**src/rtl/igr_pkg.sv**
```systemverilog
package igr_pkg;
  localparam int STATUS_W  = 4;
  localparam int FAST_LIM  = 100;  // below this: too fast
  localparam int OK_MAX    = 255;  // okay band upper bound
  localparam int WARN_MIN  = 201;  // getting-slow band lower bound

  typedef struct packed {
    logic slow;
    logic warn;
    logic ok;
    logic fast;
  } status_t;
endpackage

```
**src/rtl/igr_fall_detect.sv**
```systemverilog
module igr_fall_detect #(
  parameter int   STAGES = 2,
  parameter logic IDLE   = 1'b1
) (
  input  logic clk,
  input  logic rst,
  input  logic async_i,
  output logic fall_o
);
  // chain[0..STAGES-1] synchronizer, chain[STAGES] previous synced sample
  logic [STAGES:0] chain;

  always_ff @(posedge clk) begin
    if (rst) chain <= {(STAGES+1){IDLE}};
    else     chain <= {chain[STAGES-1:0], async_i};
  end

  assign fall_o = chain[STAGES] & ~chain[STAGES-1];
endmodule

```
**src/rtl/igr_tick_counter.sv**
```systemverilog
module igr_tick_counter #(
  parameter int CNT_W = 16
) (
  input  logic             clk,
  input  logic             rst,
  input  logic             inc_i,
  input  logic             clear_i,
  output logic [CNT_W-1:0] count_o,
  output logic [CNT_W-1:0] next_o
);
  localparam logic [CNT_W-1:0] CNT_MAX = {CNT_W{1'b1}};

  always_comb begin
    next_o = count_o;
    if (inc_i && count_o != CNT_MAX) next_o = count_o + CNT_W'(1);
  end

  always_ff @(posedge clk) begin
    if (rst || clear_i) count_o <= '0;
    else                count_o <= next_o;
  end
endmodule

```
**src/rtl/igr_grader.sv**
```systemverilog
module igr_grader
  import igr_pkg::*;
#(
  parameter int CNT_W = 16
) (
  input  logic             clk,
  input  logic             rst,
  input  logic             eval_i,
  input  logic [CNT_W-1:0] count_i,
  output status_t          status_o
);
  localparam logic [CNT_W-1:0] LIM_FAST = CNT_W'(FAST_LIM);
  localparam logic [CNT_W-1:0] LIM_OK   = CNT_W'(OK_MAX);
  localparam logic [CNT_W-1:0] LIM_WARN = CNT_W'(WARN_MIN);

  status_t grade;

  always_comb begin
    grade.fast = count_i < LIM_FAST;
    grade.ok   = (count_i >= LIM_FAST) && (count_i <= LIM_OK);
    grade.warn = (count_i >= LIM_WARN) && (count_i <= LIM_OK);
    grade.slow = count_i > LIM_OK;
  end

  always_ff @(posedge clk) begin
    if (rst)         status_o <= '0;
    else if (eval_i) status_o <= grade;
  end
endmodule

```
**src/rtl/interval_grader.sv**
```systemverilog
module interval_grader
  import igr_pkg::*;
#(
  parameter int CNT_W       = 16,
  parameter int SYNC_STAGES = 2
) (
  input  logic                clk,
  input  logic                rst,
  input  logic                tick_in,
  input  logic                sense_in,
  output logic [STATUS_W-1:0] status_o
);
  localparam int N_IN = 2;  // 0: tick, 1: sense

  logic [N_IN-1:0] raw_in;
  logic [N_IN-1:0] fall;
  logic            tick_fall;
  logic            sense_fall;
  logic [CNT_W-1:0] count_q;
  logic [CNT_W-1:0] count_d;
  status_t          status_q;

  assign raw_in = {sense_in, tick_in};

  for (genvar g = 0; g < N_IN; g++) begin : g_in
    igr_fall_detect #(.STAGES(SYNC_STAGES), .IDLE(1'b1)) det_i (
      .clk(clk), .rst(rst), .async_i(raw_in[g]), .fall_o(fall[g])
    );
  end

  assign tick_fall  = fall[0];
  assign sense_fall = fall[1];

  igr_tick_counter #(.CNT_W(CNT_W)) cnt_i (
    .clk(clk), .rst(rst), .inc_i(tick_fall), .clear_i(sense_fall),
    .count_o(count_q), .next_o(count_d)
  );

  igr_grader #(.CNT_W(CNT_W)) grd_i (
    .clk(clk), .rst(rst), .eval_i(sense_fall), .count_i(count_d),
    .status_o(status_q)
  );

  assign status_o = status_q;
endmodule

```
**config.mk**
```make
export PLATFORM = sky130hd
export DESIGN_NAME = interval_grader
export DESIGN_NICKNAME = d
export VERILOG_FILES = /design/src/rtl/igr_pkg.sv /design/src/rtl/igr_fall_detect.sv /design/src/rtl/igr_tick_counter.sv /design/src/rtl/igr_grader.sv /design/src/rtl/interval_grader.sv
export SDC_FILE = /design/constraint.sdc
export NUM_CORES = 1
export LEC_CHECK = 0
export BUFFER_PORTS_ARGS = -buffer_cell sky130_fd_sc_hd__buf_4
export CAP_MARGIN = 10
export CORE_MARGIN = 1
export CORE_UTILIZATION = 37
export DETAILED_ROUTE_END_ITERATION = 12
export PLACE_DENSITY_LB_ADDON = 0.15
export RECOVER_POWER = 100
export SYNTH_ARGS = -nofsm -noshare
export SYNTH_HDL_FRONTEND = slang
export SYNTH_SLANG_ARGS = --single-unit
```
**constraint.sdc**
```tcl
create_clock -name clk -period 2.9 [get_ports clk]
set_input_delay 0.29 -clock clk [delete_from_list [all_inputs] [get_ports clk]]
set_output_delay 0.29 -clock clk [all_outputs]
set_load 0.05 [all_outputs]
```
==> results of run 1 <==
## cells by family after synthesis
kind of cell,Yosys count
muxes,2
AOI/OAI and AO/OA,29
adders and majority gates,1
buffers and inverters,11
and+or+nand+nor,91
DFF,26
xor gates and xnor gates,13
## synth_stat cells (2+ instances only)
master,instances
a211oi_1,2
a21oi_1,2
a22o_1,3
a31oi_1,5
a32o_1,2
and2_1,5
and3_1,6
and4_1,3
buf_2,6
clkbuf_1,3
dfxtp_1,26
mux2i_1,2
nand2_1,10
nand2b_1,5
nand3_1,4
nand4_1,8
nor2_1,23
nor2b_1,4
nor3_1,6
nor4_2,2
o211ai_1,2
o21ai_0,3
or2_2,7
or3_1,2
xnor2_1,7
xor2_1,6
## cell type report
type                       instances  share of cell area
timing repair buffer               8              0.0268
inverter                           1             0.00244
tap                               48              0.0390
clock buffer                       4              0.0357
sequential                        26               0.338
multi-input combinational        136               0.558
## worst max path at each step
stage / from / depth (start not counted) / slack (ps) / endpoint
final: cnt_i.count_o[0] / 7 / 340 / grd_i.status_o[2]
after global placement: cnt_i.count_o[0] / 7 / 630 / grd_i.status_o[2]
after global routing: cnt_i.count_o[0] / 7 / 180 / grd_i.status_o[2]
after detailed placement: cnt_i.count_o[0] / 7 / 570 / grd_i.status_o[2]
after CTS: cnt_i.count_o[0] / 7 / 540 / grd_i.status_o[2]
after floorplan: cnt_i.count_o[0] / 7 / 840 / grd_i.status_o[2]
## flip-flops by register name, summed over array words and instances (netlist names)
name              count
cnt_i.count_o        16
g_in.det_i.chain      6
grd_i.status_o        4
## worst max-delay path: stages, from the launching register on
cell and delay [ps]:
dfxtp_1 410, ha_1 310, nand4_1 180, or3_1 420, a311oi_1 300, a31oi_1 100
nor4_1 550, a32o_1 240
## power groups by stage
stage | registers (mW) | logic (mW) | clock network, mW
global route | 0.367 | 0.0351 | 0.262
detailed placement | 0.374 | 0.0344 | 0
floorplan | 0.378 | 0.0181 | 0
global placement | 0.374 | 0.0342 | 0
finish | 0.366 | 0.0320 | 0.237
CTS | 0.366 | 0.0344 | 0.247
## routing by layer
metal | vias to the layer above | share of wire
met3 | 4 | 0.044
met5 | - | 0
met1 | 609 | 0.47
li1 | 630 | -
met4 | 0 | 0.012
met2 | 28 | 0.48
==> out/metrics.csv, run 1 <==
metric,value,unit
run_status,"complete, no violations",
cts_buffer_depth,2,
swShare,0.219,
layout_common_cells,"26 x dfxtp_1, 23 x nor2_1, 10 x nand2_1",
yosysUniqueCellTypes,45,
port_buffers,7,
maxSlewViolCount,0,
yosysSeqAreaShare,0.360,
hpwl,2360,um
leakage,0.550,nW
drtAntennaViolNets,0,
combPwrFrac,0.050,
min_to,g_in[0].det_i.chain[0],
ios,8,
drive_gt1_frac,0.0914,
grt_pass1_vias,1267,
numCtsBuffers,3,
synthesis.nets,178,
pwr-share-seq,0.576,
routed-via-count,1271,
powerDensity,412,nW/um2
power_frac_clock,0.374,
synthSimpleGateAreaFrac,0.353,
mostFrequentLayoutCell,dfxtp_1,
dp_cells,219,
grt.met2_usage,0.301,
ys_top_cells_by_area,"dfxtp_1 36%, nor2_1 6.0%, xnor2_1 4.2%",
intPower,496,uW
start_util,0.389,
arrival,2780,ps
root_buffer,clkbuf_8,
met3_usage,0.0211,
grtUsageTotal,0.176,
viasPerCell,5.70,
placed_area,1520,um2
nets,181,
drc,0,
synth_compound_area_frac,0.149,
synth.avg_cell_area,8.35,um2
synth_flop_cell,dfxtp_1,
net-switching-power,139,uW
clk_pin_slew,90,ps
grt_max_degree,17,
synth_seq_cells,26,
drtIter0Drc,69,
r2r-end,grd_i.status_o[2],
grt-ovfl-total,0,
min_period_over_period,0.882,
clk-insertion-delay-late,270,ps
finalWirelength,3250,um
grt_antenna_before_repair,0,
multi_input_area,861,um2
htree_num_levels,1,
area_growth,6.67,%
async_flop_share,0,
p_total,635,uW
relSlewSlack,0.607,
dieWidth,64.5,um
cts_setup_buffers,0,
max_freq,391,MHz
synth-xor-area-share,0.0788,
r2r_start,cnt_i.count_o[0],
yosysWarnings,0,
instances_no_fill,223,
yosysTopAreaCell,dfxtp_1,
worst_slack,341,ps
crit_type,reg2reg,
synth.top_cell.area_share,0.360,
synth_top_family_by_area,simple AND/OR/NAND/NOR gates,
startpoint_type,flip-flop,
finalSetupTns,0,ps
r2r_slack,340,ps
cp_max_fo,7,
cts_tree,done,
rsz0062_at_grt,no,
clock_sinks,26,
synth_area,1450,um2
hold_viol,0,
finalInstanceArea,1540,um2
tightest_slew,592,ps
clock_skew,3.64,ps
fin_crit,2560,ps
rr_worst_depth,7,
holdWs,195,ps
synth.area.mux_share,0.0139,
cp.required,3120,ps
endpoint_kind,flip-flop,
die_h,64.5,um
pre_cts_ws,566,ps
hold_start,tick_in,
fin_util,0.415,
post_cts_resized,0,
min-delay-path-class,in2reg,
ctsHoldBuffers,0,
yosys.area_share.adder,0.00866,
syn-instance-count,173,
wl_per_cell,14.6,um
cap_violations,0,
globalRoute.busiestLayer,met2,
dieArea,4160,um2
fillCellCount,405,
regArea,520,um2
met1_usage,0.225,
synth_edf_count,0,
place.gp.congestion,0.959,
holdPathStages,2,
diodes,0,
grt_pass1_wl,5690,um
vdd_drop_max,239,uV
setup_viol_count_final,0,
core_area,3720,um2
row_count,22,
drtPass1Iterations,4,
Note: power is estimated with default switching activity, not from simulation.
==> run 2, diff against run 1 <==
--- a/config.mk
+++ b/config.mk
@@ -10,8 +10,10 @@
 export CORE_MARGIN = 1
 export CORE_UTILIZATION = 37
 export DETAILED_ROUTE_END_ITERATION = 12
+export HOLD_SLACK_MARGIN = 0.05
 export PLACE_DENSITY_LB_ADDON = 0.15
 export RECOVER_POWER = 100
+export REMOVE_ABC_BUFFERS = 1
 export SYNTH_ARGS = -nofsm -noshare
 export SYNTH_HDL_FRONTEND = slang
 export SYNTH_SLANG_ARGS = --single-unit
==> run 2 against run 1 <==
Clock skew fell by 1.8 ps. Sequential power hardly changed. First-iteration DRC count fell by 19%. Final cell count stayed put. Flip-flop and latch count did not move. Utilization decreased by 0.10 points. Largest cell class unchanged. Global-route usage fell by 0.42 points. Register-to-register slack gained 120 ps. Critical endpoint unchanged.
==> out/metrics.csv, run 2 (same netlist as run 1, synthesis figures left out) <==
metric,value,unit
drtPass1Iterations,4,
dieArea,4160,um2
arrival,2650,ps
clock_skew,1.84,ps
powerDensity,410,nW/um2
drive_gt1_frac,0.0857,
diodes,0,
worst_slack,463,ps
vdd_drop_max,170,uV
finalWirelength,3150,um
ctsHoldBuffers,0,
hold_viol,0,
mostFrequentLayoutCell,dfxtp_1,
drtIter0Drc,56,
startpoint_type,flip-flop,
finalInstanceArea,1540,um2
rsz0062_at_grt,no,
run_status,"complete, no violations",
wl_per_cell,14.1,um
cp_slowest_cell,nor4_1,
cts_buffer_depth,2,
path_buf_inv,0,
min-delay-path-class,in2reg,
fin_crit,2440,ps
cap_violations,0,
top_register,cnt_i.count_o,
grtUsageTotal,0.172,
area_growth,6.41,%
clk_pin_slew,90,ps
root_buffer,clkbuf_8,
endpoint_kind,flip-flop,
reg_top3,"cnt_i.count_o: 16 flops, g_in.det_i.chain: 6 flops, grd_i.status_o: 4 flops",
tightest_slew,608,ps
maxSlewViolCount,0,
critPathTopFamily,simple AND/OR/NAND/NOR gates,
start_util,0.389,
cp.required,3120,ps
largest_reg_flops,16,
pre_cts_ws,650,ps
port_buffers,7,
post_cts_resized,0,
htree_num_levels,1,
ios,8,
grt-ovfl-total,0,
finalSetupTns,0,ps
clk-insertion-delay-late,270,ps
cp_max_fo,7,
dieWidth,64.5,um
placed_area,1520,um2
routed-via-count,1228,
grt_antenna_before_repair,0,
crit_chain,ha_1 -> nand4_1 -> or3_1 -> a311oi_1 -> a31oi_1 -> nor4_1 -> a32o_1,
relSlewSlack,0.597,
viasPerCell,5.51,
die_h,64.5,um
clock_sinks,26,
max_freq,410,MHz
grt_pass1_vias,1254,
fin_util,0.414,
min_period_over_period,0.840,
cts_tree,done,
setup_viol_count_final,0,
hpwl,2320,um
grt_pass1_wl,5620,um
row_count,22,
crit_type,reg2reg,
core_area,3720,um2
cts_setup_buffers,0,
drc,0,
cpPeakStageDelay,470,ps
leakage,0.546,nW
drtAntennaViolNets,0,
grt_max_degree,17,
nets,181,
numCtsBuffers,3,
layout_common_cells,"26 x dfxtp_1, 23 x nor2_1, 10 x nand2_1",
place.gp.congestion,0.886,
-- run 2: worst paths after layout --
kind / start / slack (ps) / end / cells after the start
max: cnt_i.count_o[0] / 460 / grd_i.status_o[2] / 7
min: sense_in / 200 / g_in[1].det_i.chain[0] / 2
max reg2reg: cnt_i.count_o[0] / 460 / grd_i.status_o[2] / 7
min reg2reg: g_in[0].det_i.chain[0] / 420 / g_in[0].det_i.chain[1] / 1
-- run 2: final cells by class --
cell class,instances,area (um2)
clock buffer,4,55.1
sequential,26,520
multi-input combinational,136,861
fill,378,2180
tap,48,60.1
timing repair buffer,8,37.5
inverter,1,3.75
-- run 2: power breakdown --
| part | leakage, nW | switching, mW | internal (mW) | total [mW] |
|---|---|---|---|---|
| combinational | 0.306 | 0.0196 | 0.0116 | 0.0311 |
| clock | 0.0288 | 0.112 | 0.121 | 0.233 |
| sequential | 0.211 | 0.00321 | 0.362 | 0.366 |
| total | 0.546 | 0.135 | 0.495 | 0.630 |
-- run 2: routing by layer --
metal | wire length [um] | up-vias | track usage
li1 | - | 631 | -
met1 | 1550 | 559 | 0.224
met2 | 1410 | 34 | 0.276
met3 | 149 | 4 | 0.0299
met4 | 39 | 0 | 0.0778
met5 | 0 | - | 0
-- run 2: metrics by stage --
step	hold slack, ps	total power, mW	cells
CTS	193	0.646	223
finish	201	0.630	223
global route	186	0.661	223
floorplan	363	0.395	163
global placement	394	0.407	219
detailed placement	398	0.408	219
